--- src/rtl/tx_key_pkg.sv ---
package tx_key_pkg;
  typedef enum logic [2:0] {
    ST_IDLE   = 3'd0,
    ST_LOAD   = 3'd1,
    ST_SETTLE = 3'd2,
    ST_QUIET  = 3'd3,
    ST_SYNC   = 3'd4,
    ST_DATA   = 3'd5,
    ST_TAIL   = 3'd6
  } tx_state_e;

  function automatic logic key_phase(tx_state_e s);
    return (s == ST_QUIET) || (s == ST_SYNC) || (s == ST_DATA) || (s == ST_TAIL);
  endfunction
endpackage

--- src/rtl/txk_pll_shift.sv ---
module txk_pll_shift #(
  parameter int PLL_W = 24
) (
  input  logic             clk_i,
  input  logic             rst_ni,
  input  logic             start_i,
  input  logic [PLL_W-1:0] word_i,
  output logic             sdata_o,
  output logic             sclk_o,
  output logic             sle_o,
  output logic             done_o
);
  localparam int CW = $clog2(PLL_W + 1);

  logic [PLL_W-1:0] sreg_q;
  logic [CW-1:0]    bit_q;
  logic             ph_q;
  logic             busy_q;
  logic             latch_slot;

  assign latch_slot = (bit_q == CW'(PLL_W));

  always_ff @(posedge clk_i or negedge rst_ni) begin
    if (!rst_ni) begin
      sreg_q <= '0;
      bit_q  <= '0;
      ph_q   <= 1'b0;
      busy_q <= 1'b0;
    end else if (start_i) begin
      sreg_q <= word_i;
      bit_q  <= '0;
      ph_q   <= 1'b0;
      busy_q <= 1'b1;
    end else if (busy_q) begin
      ph_q <= ~ph_q;
      if (ph_q) begin
        if (latch_slot) begin
          busy_q <= 1'b0;
        end else begin
          bit_q  <= bit_q + CW'(1);
          sreg_q <= {sreg_q[PLL_W-2:0], 1'b0};
        end
      end
    end
  end

  assign sdata_o = busy_q & ~latch_slot & sreg_q[PLL_W-1];
  assign sclk_o  = busy_q & ~latch_slot & ph_q;
  assign sle_o   = busy_q & latch_slot;
  assign done_o  = busy_q & latch_slot & ph_q;

  // data held while serial clock is high
  a_r2_data_stable: assert property (@(posedge clk_i) disable iff (!rst_ni)
    sclk_o |-> $stable(sdata_o));
  // latch enable lasts two clocks
  a_r2_le_width: assert property (@(posedge clk_i) disable iff (!rst_ni)
    $rose(sle_o) |=> sle_o);
  a_r2_le_drop: assert property (@(posedge clk_i) disable iff (!rst_ni)
    (sle_o && $past(sle_o)) |=> !sle_o);
endmodule

--- src/rtl/txk_phase_timer.sv ---
module txk_phase_timer #(
  parameter int CNT_W = 8
) (
  input  logic             clk_i,
  input  logic             rst_ni,
  input  logic             load_i,
  input  logic [CNT_W-1:0] load_val_i,
  input  logic             tick_i,
  output logic             expired_o
);
  logic [CNT_W-1:0] cnt_q;

  always_ff @(posedge clk_i or negedge rst_ni) begin
    if (!rst_ni)                         cnt_q <= '0;
    else if (load_i)                     cnt_q <= load_val_i;
    else if (tick_i && cnt_q != '0)      cnt_q <= cnt_q - CNT_W'(1);
  end

  assign expired_o = (cnt_q == '0);
endmodule

--- src/rtl/txk_watchdog.sv ---
module txk_watchdog #(
  parameter int TO_W = 16
) (
  input  logic            clk_i,
  input  logic            rst_ni,
  input  logic            run_i,
  input  logic            tick_i,
  input  logic [TO_W-1:0] limit_i,
  output logic            expired_o
);
  logic [TO_W-1:0] cnt_q;

  assign expired_o = run_i && (cnt_q >= limit_i);

  always_ff @(posedge clk_i or negedge rst_ni) begin
    if (!rst_ni)                     cnt_q <= '0;
    else if (!run_i)                 cnt_q <= '0;
    else if (tick_i && !expired_o)   cnt_q <= cnt_q + TO_W'(1);
  end
endmodule

--- src/rtl/tx_key_seq.sv ---
module tx_key_seq
  import tx_key_pkg::*;
#(
  parameter int PLL_W = 24,
  parameter int MS_W  = 8,
  parameter int TO_W  = 16
) (
  input  logic             clk_i,
  input  logic             rst_ni,
  input  logic             tick_ms_i,
  input  logic             req_i,
  input  logic             data_end_i,
  input  logic [PLL_W-1:0] pll_word_i,
  input  logic [MS_W-1:0]  settle_ms_i,
  input  logic [MS_W-1:0]  quiet_ms_i,
  input  logic [MS_W-1:0]  sync_ms_i,
  input  logic [MS_W-1:0]  tail_ms_i,
  input  logic [TO_W-1:0]  max_tx_ms_i,
  output logic             pll_data_o,
  output logic             pll_clk_o,
  output logic             pll_en_o,
  output logic             key_o,
  output logic             pa_bias_o,
  output logic             mod_en_o,
  output logic             pay_en_o,
  output logic [2:0]       phase_o,
  output logic             phase_stb_o,
  output logic             done_o,
  output logic             abort_o
);
  tx_state_e       state_q, state_d;
  logic            lock_q, done_q, abort_q, stb_q;
  logic            sh_start, sh_done, tm_load, tm_exp, wd_exp;
  logic [MS_W-1:0] tm_val;

  always_comb begin
    state_d = state_q;
    unique case (state_q)
      ST_IDLE:   if (req_i && !lock_q) state_d = ST_LOAD;
      ST_LOAD:   if (sh_done)          state_d = ST_SETTLE;
      ST_SETTLE: if (tm_exp)           state_d = ST_QUIET;
      ST_QUIET:  if (tm_exp)           state_d = ST_SYNC;
      ST_SYNC:   if (tm_exp)           state_d = ST_DATA;
      ST_DATA:   if (data_end_i)       state_d = ST_TAIL;
      ST_TAIL:   if (tm_exp)           state_d = ST_IDLE;
      default:                         state_d = ST_IDLE;
    endcase
    if (wd_exp) state_d = ST_IDLE;
  end

  always_comb begin
    unique case (state_d)
      ST_SETTLE: tm_val = settle_ms_i;
      ST_QUIET:  tm_val = quiet_ms_i;
      ST_SYNC:   tm_val = sync_ms_i;
      ST_TAIL:   tm_val = tail_ms_i;
      default:   tm_val = '0;
    endcase
  end

  assign tm_load  = (state_d != state_q);
  assign sh_start = (state_q == ST_IDLE) && (state_d == ST_LOAD);

  always_ff @(posedge clk_i or negedge rst_ni) begin
    if (!rst_ni) begin
      state_q <= ST_IDLE;
      lock_q  <= 1'b0;
      done_q  <= 1'b0;
      abort_q <= 1'b0;
      stb_q   <= 1'b0;
    end else begin
      state_q <= state_d;
      stb_q   <= (state_d != state_q);
      done_q  <= key_phase(state_q) && !key_phase(state_d);
      if (wd_exp)        lock_q <= 1'b1;
      else if (!req_i)   lock_q <= 1'b0;
      if (sh_start)      abort_q <= 1'b0;
      else if (wd_exp)   abort_q <= 1'b1;
    end
  end

  txk_pll_shift #(.PLL_W(PLL_W)) u_shift (
    .clk_i   (clk_i),
    .rst_ni  (rst_ni),
    .start_i (sh_start),
    .word_i  (pll_word_i),
    .sdata_o (pll_data_o),
    .sclk_o  (pll_clk_o),
    .sle_o   (pll_en_o),
    .done_o  (sh_done)
  );

  txk_phase_timer #(.CNT_W(MS_W)) u_timer (
    .clk_i      (clk_i),
    .rst_ni     (rst_ni),
    .load_i     (tm_load),
    .load_val_i (tm_val),
    .tick_i     (tick_ms_i),
    .expired_o  (tm_exp)
  );

  txk_watchdog #(.TO_W(TO_W)) u_wdog (
    .clk_i     (clk_i),
    .rst_ni    (rst_ni),
    .run_i     (key_o),
    .tick_i    (tick_ms_i),
    .limit_i   (max_tx_ms_i),
    .expired_o (wd_exp)
  );

  assign key_o       = key_phase(state_q);
  assign pa_bias_o   = key_o;
  assign mod_en_o    = (state_q == ST_SYNC) || (state_q == ST_DATA) || (state_q == ST_TAIL);
  assign pay_en_o    = (state_q == ST_DATA);
  assign phase_o     = state_q;
  assign phase_stb_o = stb_q;
  assign done_o      = done_q;
  assign abort_o     = abort_q;

  // key rises only out of settle
  a_r3_key_after_settle: assert property (@(posedge clk_i) disable iff (!rst_ni)
    $rose(key_o) |-> $past(state_q) == ST_SETTLE);
  // payload follows sync
  a_r6_pay_after_sync: assert property (@(posedge clk_i) disable iff (!rst_ni)
    $rose(pay_en_o) |-> $past(state_q) == ST_SYNC);
  // done in first key-low cycle
  a_r7_done_after_key: assert property (@(posedge clk_i) disable iff (!rst_ni)
    done_o |-> (!key_o && $past(key_o)));
  // watchdog expiry forces key off
  a_r8_forced_off: assert property (@(posedge clk_i) disable iff (!rst_ni)
    wd_exp |=> !key_o);
  // locked sequencer stays idle
  a_r9_locked_idle: assert property (@(posedge clk_i) disable iff (!rst_ni)
    (state_q == ST_IDLE && lock_q) |=> state_q == ST_IDLE);
  // strobe only on phase change
  a_r10_stb_change: assert property (@(posedge clk_i) disable iff (!rst_ni)
    phase_stb_o |-> state_q != $past(state_q));
endmodule

--- config.mk ---
export PLATFORM = sky130hd
export DESIGN_NAME = tx_key_seq
export DESIGN_NICKNAME = d
export VERILOG_FILES = /design/src/rtl/tx_key_pkg.sv /design/src/rtl/txk_pll_shift.sv /design/src/rtl/txk_phase_timer.sv /design/src/rtl/txk_watchdog.sv /design/src/rtl/tx_key_seq.sv
export SDC_FILE = /design/constraint.sdc
export NUM_CORES = 1
export LEC_CHECK = 0
export BUFFER_PORTS_ARGS = -buffer_cell sky130_fd_sc_hd__buf_4
export CAP_MARGIN = 20
export CORE_MARGIN = 5
export CORE_UTILIZATION = 50
export DETAILED_ROUTE_END_ITERATION = 7
export HOLD_SLACK_MARGIN = 0.12
export PLACE_DENSITY = 0.74
export SETUP_SLACK_MARGIN = 0.1
export SLEW_MARGIN = 20
export SYNTH_ARGS = -nofsm -noshare
export SYNTH_HDL_FRONTEND = slang
export SYNTH_HIERARCHICAL = 1
export SYNTH_SLANG_ARGS = --single-unit
--- constraint.sdc ---
create_clock -name clk_i -period 5.7 [get_ports clk_i]
set_input_delay 1.14 -clock clk_i [delete_from_list [all_inputs] [get_ports clk_i]]
set_output_delay 1.14 -clock clk_i [all_outputs]
set_load 0.05 [all_outputs]
==> impl_metrics.env, run 1 <==
export IMPL_synth_edf_count=0
export IMPL_rr_startpoint="u_shift/bit_q[0]"
export IMPL_drive_gt1_share_pct=23.0
export IMPL_grt_pass1_vias=3803
export IMPL_p_switching_mw=1.05
export IMPL_path_clk_slew_ns=0.07
export IMPL_synth_main_ff_cell="dfrtp_1"
export IMPL_clock_sinks=62
export IMPL_finalWorstSetupSlack_ns=1.49
export IMPL_finalHoldViolCount=0
export IMPL_async_reset_ff_share_pct=100
export IMPL_worst_path_max_fanout=24
export IMPL_setup_worst_path_start_class="primary input"
export IMPL_via_per_inst=5.92
export IMPL_drv_slew=0
export IMPL_yosys_warnings=6
export IMPL_p_leak_nw=2.30
export IMPL_p_comb_share_pct=51.7
export IMPL_grt_max_degree=63
export IMPL_whs_ns=0.488
export IMPL_period_needed_ns=4.21
export IMPL_fin_crit_sh_pct=73.9
export IMPL_final_setup_viol_count=0
export IMPL_die_w_um=103
export IMPL_gr_usage_all_layers_pct=20.7
export IMPL_slowest_delay_ns=0.43
export IMPL_power_density_mw_per_mm2=466
export IMPL_ys_types=69
export IMPL_min_from="lock_q"
export IMPL_ys_ff_latch=62
export IMPL_slew_headroom_pct=33.7
export IMPL_cp_top_family="compound AO/OA/AOI/OAI gates"
export IMPL_peakVddDrop_mv=0.358
export IMPL_reg2reg_slack_ns=1.85
export IMPL_hpwl_um=7400
export IMPL_path_buf_inv=4
export IMPL_arrival_ns=4.43
export IMPL_pwr_share_clk_pct=18.7
export IMPL_area_growth_synth_to_final_pct=20.8
export IMPL_crit_chain="buf_4 -> inv_1 -> ha_1 -> nand4_1 -> a211o_1 -> o32ai_2 -> buf_4 -> o31a_1 -> nand2b_1 -> o22ai_1 -> buf_4 -> and2_1 -> a22o_1 -> a22o_1 -> a221o_1"
export IMPL_endpoint_kind="register"
export IMPL_seq_area_frac_synth_pct=36.0
export IMPL_finalPower_mw=2.42
export IMPL_fin_cells=661
export IMPL_grt_overflow=0
export IMPL_holdPathStages=1
export IMPL_fin_nets=649
export IMPL_fp_coreArea_mm2=0.00830
export IMPL_fillers=730
export IMPL_seqPwrFrac_pct=29.6
export IMPL_hp_class="register to register"
export IMPL_fin_tns_setup_ns=0
export IMPL_cts_tree="yes"
export IMPL_critPathKind="primary input to register"
export IMPL_n_antenna_cell=0
export IMPL_htree_levels=3
export IMPL_antenna_found_initial=0
export IMPL_rows=33
export IMPL_dp_cells=645
export IMPL_gp_congestion=0.837
export IMPL_switching_share_pct=43.2
export IMPL_num_vias=3911
export IMPL_drt_iter0_drc=148
export IMPL_rsz0062_at_grt="no"
export IMPL_first_pass_iters=4
export IMPL_cts_buffers=9
export IMPL_p_int_mw=1.38
export IMPL_status="finished clean"
export IMPL_netlist_area_mm2=0.00431
export IMPL_cpMostUsedCell="buf_4"
export IMPL_fin_skew_ns=0.0118
export IMPL_start_util_pct=51.9
export IMPL_final_antenna_net_count=0
export IMPL_cts_path_max_buffers=2
export IMPL_critical_path_slowest_cell="o31a_1"
export IMPL_dieArea_mm2=0.0106
export IMPL_critPathRequiredTime_ns=5.92
export IMPL_routedWlPerCell_um=15.8
export IMPL_grt_first_pass_wirelength_um=17600
export IMPL_max_cap_violations=0
export IMPL_syn_area_per_cell_um2=9.05
export IMPL_max_freq_mhz=237
export IMPL_regToRegEndpoint="u_timer/cnt_q[7]"
export IMPL_cts_setup_buffers=0
export IMPL_tightest_slew_ns=0.995
export IMPL_cts_resized=0
export IMPL_drc=0
export IMPL_reg2regPathDepth=12
export IMPL_ctsHoldBuffers=0
export IMPL_fp_dieH_um=103
export IMPL_clk_latency_ns=0.34
export IMPL_dpl_worst_slack_ns=1.16
export IMPL_clock_root_buffer="clkbuf_8"
export IMPL_whs_endpoint="lock_q"
export IMPL_ios=90
export IMPL_portBuffers=89
export IMPL_postSynthCellCount=476
export IMPL_wl_um=10500
export IMPL_synth_nets=574
## flip-flops by register name, summed over array words and instances, names as in the netlist
name / flops
u_shift/bit_q: 5
phase_o: 3
u_shift/ph_q: 1
lock_q: 1
u_shift/busy_q: 1
done_o: 1
phase_stb_o: 1
u_timer/cnt_q: 8
u_wdog/cnt_q: 16
u_shift/sreg_q: 24
abort_o: 1
## metal layers
| layer | global-route usage (%) | part of all wire [%] | routed length (um) |
|---|---|---|---|
| met2 | 35.0 | 50 | 5220 |
| met3 | 3.25 | 3.8 | 396 |
| met1 | 27.8 | 46 | 4780 |
| met4 | 5.18 | 0.73 | 76 |
| met5 | 0 | 0 | 0 |
## power by group through the flow
stage / registers, mW / logic, mW / clock network [mW]
6_report: 0.717 / 1.25 / 0.452
5_1_grt: 0.737 / 1.39 / 0.481
4_1_cts: 0.716 / 1.25 / 0.465
3_5_place_dp: 0.722 / 1.24 / 0
3_3_place_gp: 0.713 / 1.21 / 0
2_1_floorplan: 0.727 / 0.950 / 0
## worst reg2reg max path: stages (launching register included)
cell and delay [ns]:
dfrtp_1 0.42, inv_1 0.09, ha_1 0.18, nand4b_2 0.61, nor2_1 0.34, inv_1 0.05
mux4_1 0.49, a21oi_1 0.33, o21ai_0 0.12, nand3_1 0.28, clkinv_1 0.35, o311a_1 0.23
a221o_1 0.25
## per-stage QoR
step | area [um^2] | utilization (%)
floorplan | 4310 | -
global placement | 4970 | 59.9
detailed placement | 4970 | 59.9
CTS | 5200 | 62.7
global route | 5200 | 62.7
finish | 5200 | 62.7
## Yosys cell counts, types with 2 or more instances
cell	instances	area [um^2]
nor3b_1	4	30.0
nor3_1	6	30.0
nor4_1	7	43.8
or3_1	4	25.0
buf_2	7	35.0
nand3_1	7	35.0
nand4_1	14	87.6
a211o_1	3	26.3
clkbuf_2	2	10.0
o21a_1	2	15.0
o31ai_1	7	52.6
ha_1	21	263
a21oi_1	40	200
buf_6	4	45.0
a21o_1	4	30.0
clkbuf_1	11	41.3
and2_1	7	43.8
a22o_1	16	140
a31oi_1	25	156
inv_1	29	109
or4_1	9	67.6
nand2_1	29	109
o21ai_0	31	155
buf_4	7	52.6
nor2b_1	30	188
xnor2_1	3	26.3
dfrtp_1	62	1550
o31a_1	2	17.5
o21ai_1	4	20.0
and3_1	3	18.8
mux2_1	7	78.8
mux2_2	3	33.8
nand2b_1	7	43.8
mux2i_1	8	80.1
nor2_1	16	60.1
a221o_1	2	20.0
## worst max-delay path by stage
stage               slack (ns)  cells past startpoint            start               end
detailed placement        1.16                     15  max_tx_ms_i[13]  u_timer/cnt_q[5]
global placement          1.27                     15  max_tx_ms_i[13]  u_timer/cnt_q[7]
finish                    1.49                     15  max_tx_ms_i[13]  u_timer/cnt_q[5]
floorplan                 1.32                     14       phase_o[1]  u_timer/cnt_q[7]
global route              1.29                     15  max_tx_ms_i[15]  u_timer/cnt_q[5]
CTS                       1.50                     15  max_tx_ms_i[13]  u_timer/cnt_q[5]
## cells in the final DEF (no fill, tap or decap), types with 3 or more instances in the layout
master	n
a211o_1	3
a21o_1	4
a21oi_1	40
a22o_1	16
a31oi_1	25
and2_1	7
and3_1	3
buf_4	96
clkbuf_8	11
dfrtp_1	62
ha_1	21
inv_1	29
mux2_1	7
mux2_2	3
mux2i_1	8
nand2_1	29
nand2b_1	7
nand3_1	7
nand4_1	14
nor2_1	16
nor2b_1	30
nor3_1	6
nor3b_1	4
nor4_1	7
o21ai_0	31
o21ai_1	4
o31ai_1	7
or3_1	4
or4_1	9
xnor2_1	3
## cells by family after synthesis
family,Yosys count,synth area share [%]
xor+xnor,3,0.610
compound gates,156,24.8
flops,62,36.0
buf+inv,62,6.97
simple gates,153,20.4
mux,19,5.08
fa+ha+maj,21,6.10
## cell type report
class / instances / area [um^2] / share of cell area, %
multi-input combinational: 352 / 2460 / 47.2
sequential: 62 / 1550 / 29.8
timing repair buffer: 96 / 721 / 13.8
clock buffer: 12 / 155 / 2.98
tap: 105 / 131 / 2.52
inverter: 30 / 113 / 2.16
clock inverter: 4 / 77.6 / 1.49
Power figures use the tool's default switching activity.
==> inputs of run 2 (changes only) <==
PLACE_DENSITY = 0.77   (was 0.74)
clock period = 3.8 ns   (was 5.7 ns; I/O delays follow)
==> run 2 against run 1 <==
  * Setup slack lost 1.1 ns
  * Clock skew shrank 0.0042 ns
  * Via count grew 2.9%
  * Design area grew 2.6%
  * Critical endpoint is now u_timer/cnt_q[4]
  * Largest cell class unchanged
==> impl_metrics.env, run 2 (same netlist as run 1, synthesis figures left out) <==
export IMPL_start_util_pct=51.9
export IMPL_setup_worst_path_start_class="register"
export IMPL_fin_cells=669
export IMPL_via_per_inst=6.01
export IMPL_hp_class="register to register"
export IMPL_path_clk_slew_ns=0.07
export IMPL_design_area_mm2=0.00534
export IMPL_drive_gt1_share_pct=27.5
export IMPL_final_util_pct=64.4
export IMPL_gp_congestion=0.880
export IMPL_tightest_slew_ns=0.987
export IMPL_clock_root_buffer="clkbuf_8"
export IMPL_drc=0
export IMPL_seqCellArea_mm2=0.00156
export IMPL_endpoint_kind="register"
export IMPL_cts_setup_buffers=0
export IMPL_peakVddDrop_mv=0.769
export IMPL_layout_commonest_cell="buf_4"
export IMPL_rr_startpoint="u_wdog/cnt_q[0]"
export IMPL_cts_resized=0
export IMPL_cts_path_max_buffers=2
export IMPL_met3_length_um=519
export IMPL_final_antenna_net_count=0
export IMPL_grt_overflow=0
export IMPL_largest_reg_flops=24
export IMPL_htree_levels=3
export IMPL_final_setup_viol_count=0
export IMPL_multi_input_area_mm2=0.00256
export IMPL_max_freq_mhz=294
export IMPL_reg2regPathDepth=14
export IMPL_finalHoldViolCount=0
export IMPL_power_density_mw_per_mm2=671
export IMPL_fillers=707
export IMPL_whs_endpoint="abort_o"
export IMPL_place_area_mm2=0.00517
export IMPL_area_growth_synth_to_final_pct=24.0
export IMPL_critPathRequiredTime_ns=4.01
export IMPL_regMostFlops="u_shift/sreg_q"
export IMPL_fin_nets=658
export IMPL_final_cell_mix="buf_4, dfrtp_1, a21oi_1"
export IMPL_top_layer="met4"
export IMPL_dieArea_mm2=0.0106
export IMPL_grt_first_pass_wirelength_um=18200
export IMPL_die_w_um=103
export IMPL_dp_cells=654
export IMPL_route_met2_wl_um=5570
export IMPL_antenna_found_initial=0
export IMPL_max_cap_violations=0
export IMPL_min_from="abort_o"
export IMPL_reg2reg_slack_ns=0.40
export IMPL_rsz0062_at_grt="no"
export IMPL_regToRegEndpoint="u_timer/cnt_q[4]"
export IMPL_n_antenna_cell=0
export IMPL_fin_skew_ns=0.00755
export IMPL_num_vias=4023
export IMPL_clk_latency_ns=0.34
export IMPL_rows=33
export IMPL_portBuffers=89
export IMPL_ios=90
export IMPL_drv_slew=0
export IMPL_reg_top3="u_shift/sreg_q (24), u_wdog/cnt_q (16), u_timer/cnt_q (8)"
export IMPL_fp_dieH_um=103
export IMPL_startpoint="u_wdog/cnt_q[0]"
export IMPL_critPathKind="register to register"
export IMPL_first_pass_iters=5
export IMPL_gr_usage_all_layers_pct=21.1
export IMPL_drt_iter0_drc=212
export IMPL_clock_sinks=62
export IMPL_grt_max_degree=63
export IMPL_wl_met1_um=4440
export IMPL_status="finished clean"
export IMPL_p_leak_nw=2.32
export IMPL_holdPathStages=1
export IMPL_fin_crit_sh_pct=89.4
export IMPL_fin_tns_setup_ns=0
export IMPL_slew_headroom_pct=34.2
export IMPL_cts_buffers=9
export IMPL_grt_pass1_vias=4050
export IMPL_finalPower_mw=3.58
export IMPL_arrival_ns=3.61
export IMPL_wl_um=10600
export IMPL_worst_path_max_fanout=7
export IMPL_period_needed_ns=3.40
export IMPL_cts_tree="yes"
export IMPL_routedWlPerCell_um=15.9
export IMPL_ctsHoldBuffers=0
export IMPL_hpwl_um=7610
export IMPL_fp_coreArea_mm2=0.00830
==> run 2: changes by cell type in the layout (fill, tap and decap cells not counted), sizes merged <==
cell      previous run  this run
buf                 96       105
bufinv               2         0
clkbuf              12        10
clkinv               2         3
clkinvlp             0         3
inv                 30        29
==> run 2: report_power, final <==
group / switching [mW] / leakage, nW / internal (mW)
Combinational: 1.13 / 1.45 / 0.851
Sequential: 0.191 / 0.785 / 0.893
Clock: 0.269 / 0.0804 / 0.250
==> run 2: layout make-up <==
cell class                      instances  area share [%]
Tap cell                              105            2.46
Timing Repair Buffer                  105            15.0
Clock buffer                           10            2.58
Sequential cell                        62            29.1
Clock inverter                          5           0.679
Multi-Input combinational cell        352            48.0
Inverter                               30            2.20
==> run 2: through the flow <==
step | setup WS, ns | hold slack, ns
floorplan | 0.0670 | 0.454
global placement | 0.145 | 0.463
detailed placement | 0.0625 | 0.467
CTS | 0.377 | 0.483
global route | 0.201 | 0.490
finish | 0.402 | 0.480
==> run 2: worst max-delay path by stage <==
stage | end | slack (ns) | cells after the start
final | u_timer/cnt_q[4] | 0.40 | 14
after global routing | u_timer/cnt_q[4] | 0.20 | 14
after CTS | u_timer/cnt_q[4] | 0.38 | 14
after detailed placement | u_timer/cnt_q[4] | 0.06 | 14
after global placement | u_timer/cnt_q[7] | 0.14 | 13
after floorplan | u_timer/cnt_q[7] | 0.07 | 15
==> run 2: layer usage <==
layer	GRT usage (%)	vias to the layer above
li1	-	1930
met1	26.5	1980
met2	36.7	105
met3	4.80	8
met4	5.48	0
met5	0	-
==> run 2: critical path, stage by stage (launching register included) <==
cell	delay [ns]
dfrtp_1	0.42
inv_1	0.15
ha_4	0.22
nand2b_4	0.14
a2111oi_4	0.31
o32ai_2	0.17
o31a_1	0.37
nand2b_4	0.16
o22ai_2	0.32
buf_4	0.22
mux2_1	0.32
a22o_1	0.18
a22o_1	0.17
nor2_1	0.09
a31oi_1	0.05
==> inputs of run 3 (changes only) <==
REMOVE_ABC_BUFFERS = 1   (was default)
==> run 3 against run 2 <==
  * Clock skew up 0.00073 ns
  * Clock power down 3%
  * Setup slack worse by 0.059 ns
  * Largest cell class unchanged
  * Clock-buffer cell count unchanged
==> impl_metrics.env, run 3 (same netlist as run 1, synthesis figures left out) <==
export IMPL_first_pass_iters=6
export IMPL_cts_setup_buffers=0
export IMPL_drc=0
export IMPL_tightest_slew_ns=1.01
export IMPL_max_cap_violations=0
export IMPL_area_growth_synth_to_final_pct=22.2
export IMPL_fin_crit_sh_pct=91.0
export IMPL_fin_tns_setup_ns=0
export IMPL_largest_reg_flops=24
export IMPL_regMostFlops="u_shift/sreg_q"
export IMPL_grt_pass1_vias=3924
export IMPL_reg_top3="u_shift/sreg_q (24), u_wdog/cnt_q (16), u_timer/cnt_q (8)"
export IMPL_top_layer="met4"
export IMPL_worst_path_max_fanout=7
export IMPL_status="finished clean"
export IMPL_clk_latency_ns=0.35
export IMPL_antenna_found_initial=0
export IMPL_layout_commonest_cell="buf_4"
export IMPL_grt_max_degree=63
export IMPL_rsz0062_at_grt="no"
export IMPL_path_buf_inv=2
export IMPL_setup_worst_path_start_class="primary input"
export IMPL_ios=90
export IMPL_final_setup_viol_count=0
export IMPL_htree_levels=3
export IMPL_max_freq_mhz=289
export IMPL_critical_path_slowest_cell="a2111oi_4"
export IMPL_peakVddDrop_mv=0.405
export IMPL_num_vias=4012
export IMPL_route_met2_wl_um=5410
export IMPL_p_leak_nw=2.35
export IMPL_rows=33
export IMPL_critPathKind="primary input to register"
export IMPL_power_density_mw_per_mm2=672
export IMPL_arrival_ns=3.68
export IMPL_finalHoldViolCount=0
export IMPL_fin_nets=666
export IMPL_fp_coreArea_mm2=0.00830
export IMPL_cts_buffers=9
export IMPL_n_antenna_cell=0
export IMPL_fillers=713
export IMPL_wl_met1_um=4720
export IMPL_slowest_delay_ns=0.40
export IMPL_die_w_um=103
export IMPL_clock_root_buffer="clkbuf_8"
export IMPL_period_needed_ns=3.46
export IMPL_cts_tree="yes"
export IMPL_gr_usage_all_layers_pct=21.5
export IMPL_endpoint_kind="register"
export IMPL_gp_congestion=0.862
export IMPL_final_antenna_net_count=0
export IMPL_clock_sinks=62
export IMPL_path_clk_slew_ns=0.07
export IMPL_grt_first_pass_wirelength_um=18100
export IMPL_slew_headroom_pct=32.5
export IMPL_drive_gt1_share_pct=25.3
export IMPL_grt_overflow=0
export IMPL_drv_slew=0
export IMPL_hp_class="register to register"
export IMPL_cts_resized=0
export IMPL_whs_ns=0.495
export IMPL_met3_length_um=543
export IMPL_hpwl_um=7920
export IMPL_cp_top_family="compound AO/OA/AOI/OAI gates"
export IMPL_ctsHoldBuffers=0
export IMPL_wl_um=10800
export IMPL_dieArea_mm2=0.0106
export IMPL_start_util_pct=51.9
export IMPL_portBuffers=89
export IMPL_final_cell_mix="buf_4, dfrtp_1, a21oi_1"
export IMPL_critPathRequiredTime_ns=4.02
export IMPL_drt_iter0_drc=255
export IMPL_crit_chain="buf_4 -> ha_1 -> nand2b_4 -> a2111oi_4 -> o32ai_2 -> o31a_1 -> nand2b_1 -> o22ai_1 -> buf_4 -> mux2_1 -> a22o_1 -> a22o_1 -> a221o_1"
export IMPL_fin_skew_ns=0.00828
export IMPL_via_per_inst=5.92
export IMPL_cts_path_max_buffers=2
export IMPL_fp_dieH_um=103
export IMPL_routedWlPerCell_um=16.0
## run 3: worst paths after layout
path	start	end	slack, ns	cells past startpoint
min in group asynchronous	rst_ni	u_wdog/cnt_q[5]	0.50	1
max	max_tx_ms_i[0]	u_timer/cnt_q[7]	0.34	13
max reg2reg	u_wdog/cnt_q[0]	u_timer/cnt_q[7]	0.40	13
max in group asynchronous	rst_ni	u_shift/bit_q[0]	2.77	1
min reg2reg	lock_q	lock_q	0.49	1
min	lock_q	lock_q	0.49	1
## run 3: cell type report
cell class	count	area [um^2]	share of cell area (%)
Clock buffer	10	128	2.42
Clock inverter	6	38.8	0.737
Inverter	30	113	2.14
Multi-Input combinational cell	352	2460	46.6
Sequential cell	62	1550	29.5
Tap cell	105	131	2.49
Timing Repair Buffer	113	848	16.1
## run 3: worst reg2reg max path, cell delays in order, from the launching register on
cell and delay [ns]:
dfrtp_1 0.39, inv_1 0.09, ha_1 0.27, nand2b_4 0.15, a2111oi_4 0.40, o32ai_2 0.17, o31a_1 0.30, nand2b_1 0.16
o22ai_1 0.14, buf_4 0.19, mux2_1 0.35, a22o_1 0.18, a22o_1 0.17, a221o_1 0.35
## run 3: per-layer routing
metal  vias up  global-route usage [%]
met2       125                    36.0
met1      1919                    28.0
met5         -                       0
met4         0                    7.47
met3        15                    3.86
li1       1953                       -
## run 3: power breakdown
part | total [mW] | switching, mW | leakage (nW) | internal (mW)
Combinational | 2.00 | 1.16 | 1.48 | 0.836
Clock | 0.502 | 0.268 | 0.0820 | 0.234
Sequential | 1.04 | 0.147 | 0.789 | 0.891
## run 3: metrics by stage
stage | util [%] | cells | setup WS [ns] | power [mW] | area [um^2]
floorplan | - | 444 | -1.58 | 2.40 | 4120
global placement | 61.5 | 662 | 0.108 | 2.96 | 5100
global route | 63.5 | 678 | 0.171 | 3.81 | 5270
CTS | 63.5 | 678 | 0.370 | 3.54 | 5270
finish | 63.5 | 678 | 0.342 | 3.54 | 5270
detailed placement | 61.5 | 662 | 0.00384 | 3.04 | 5100
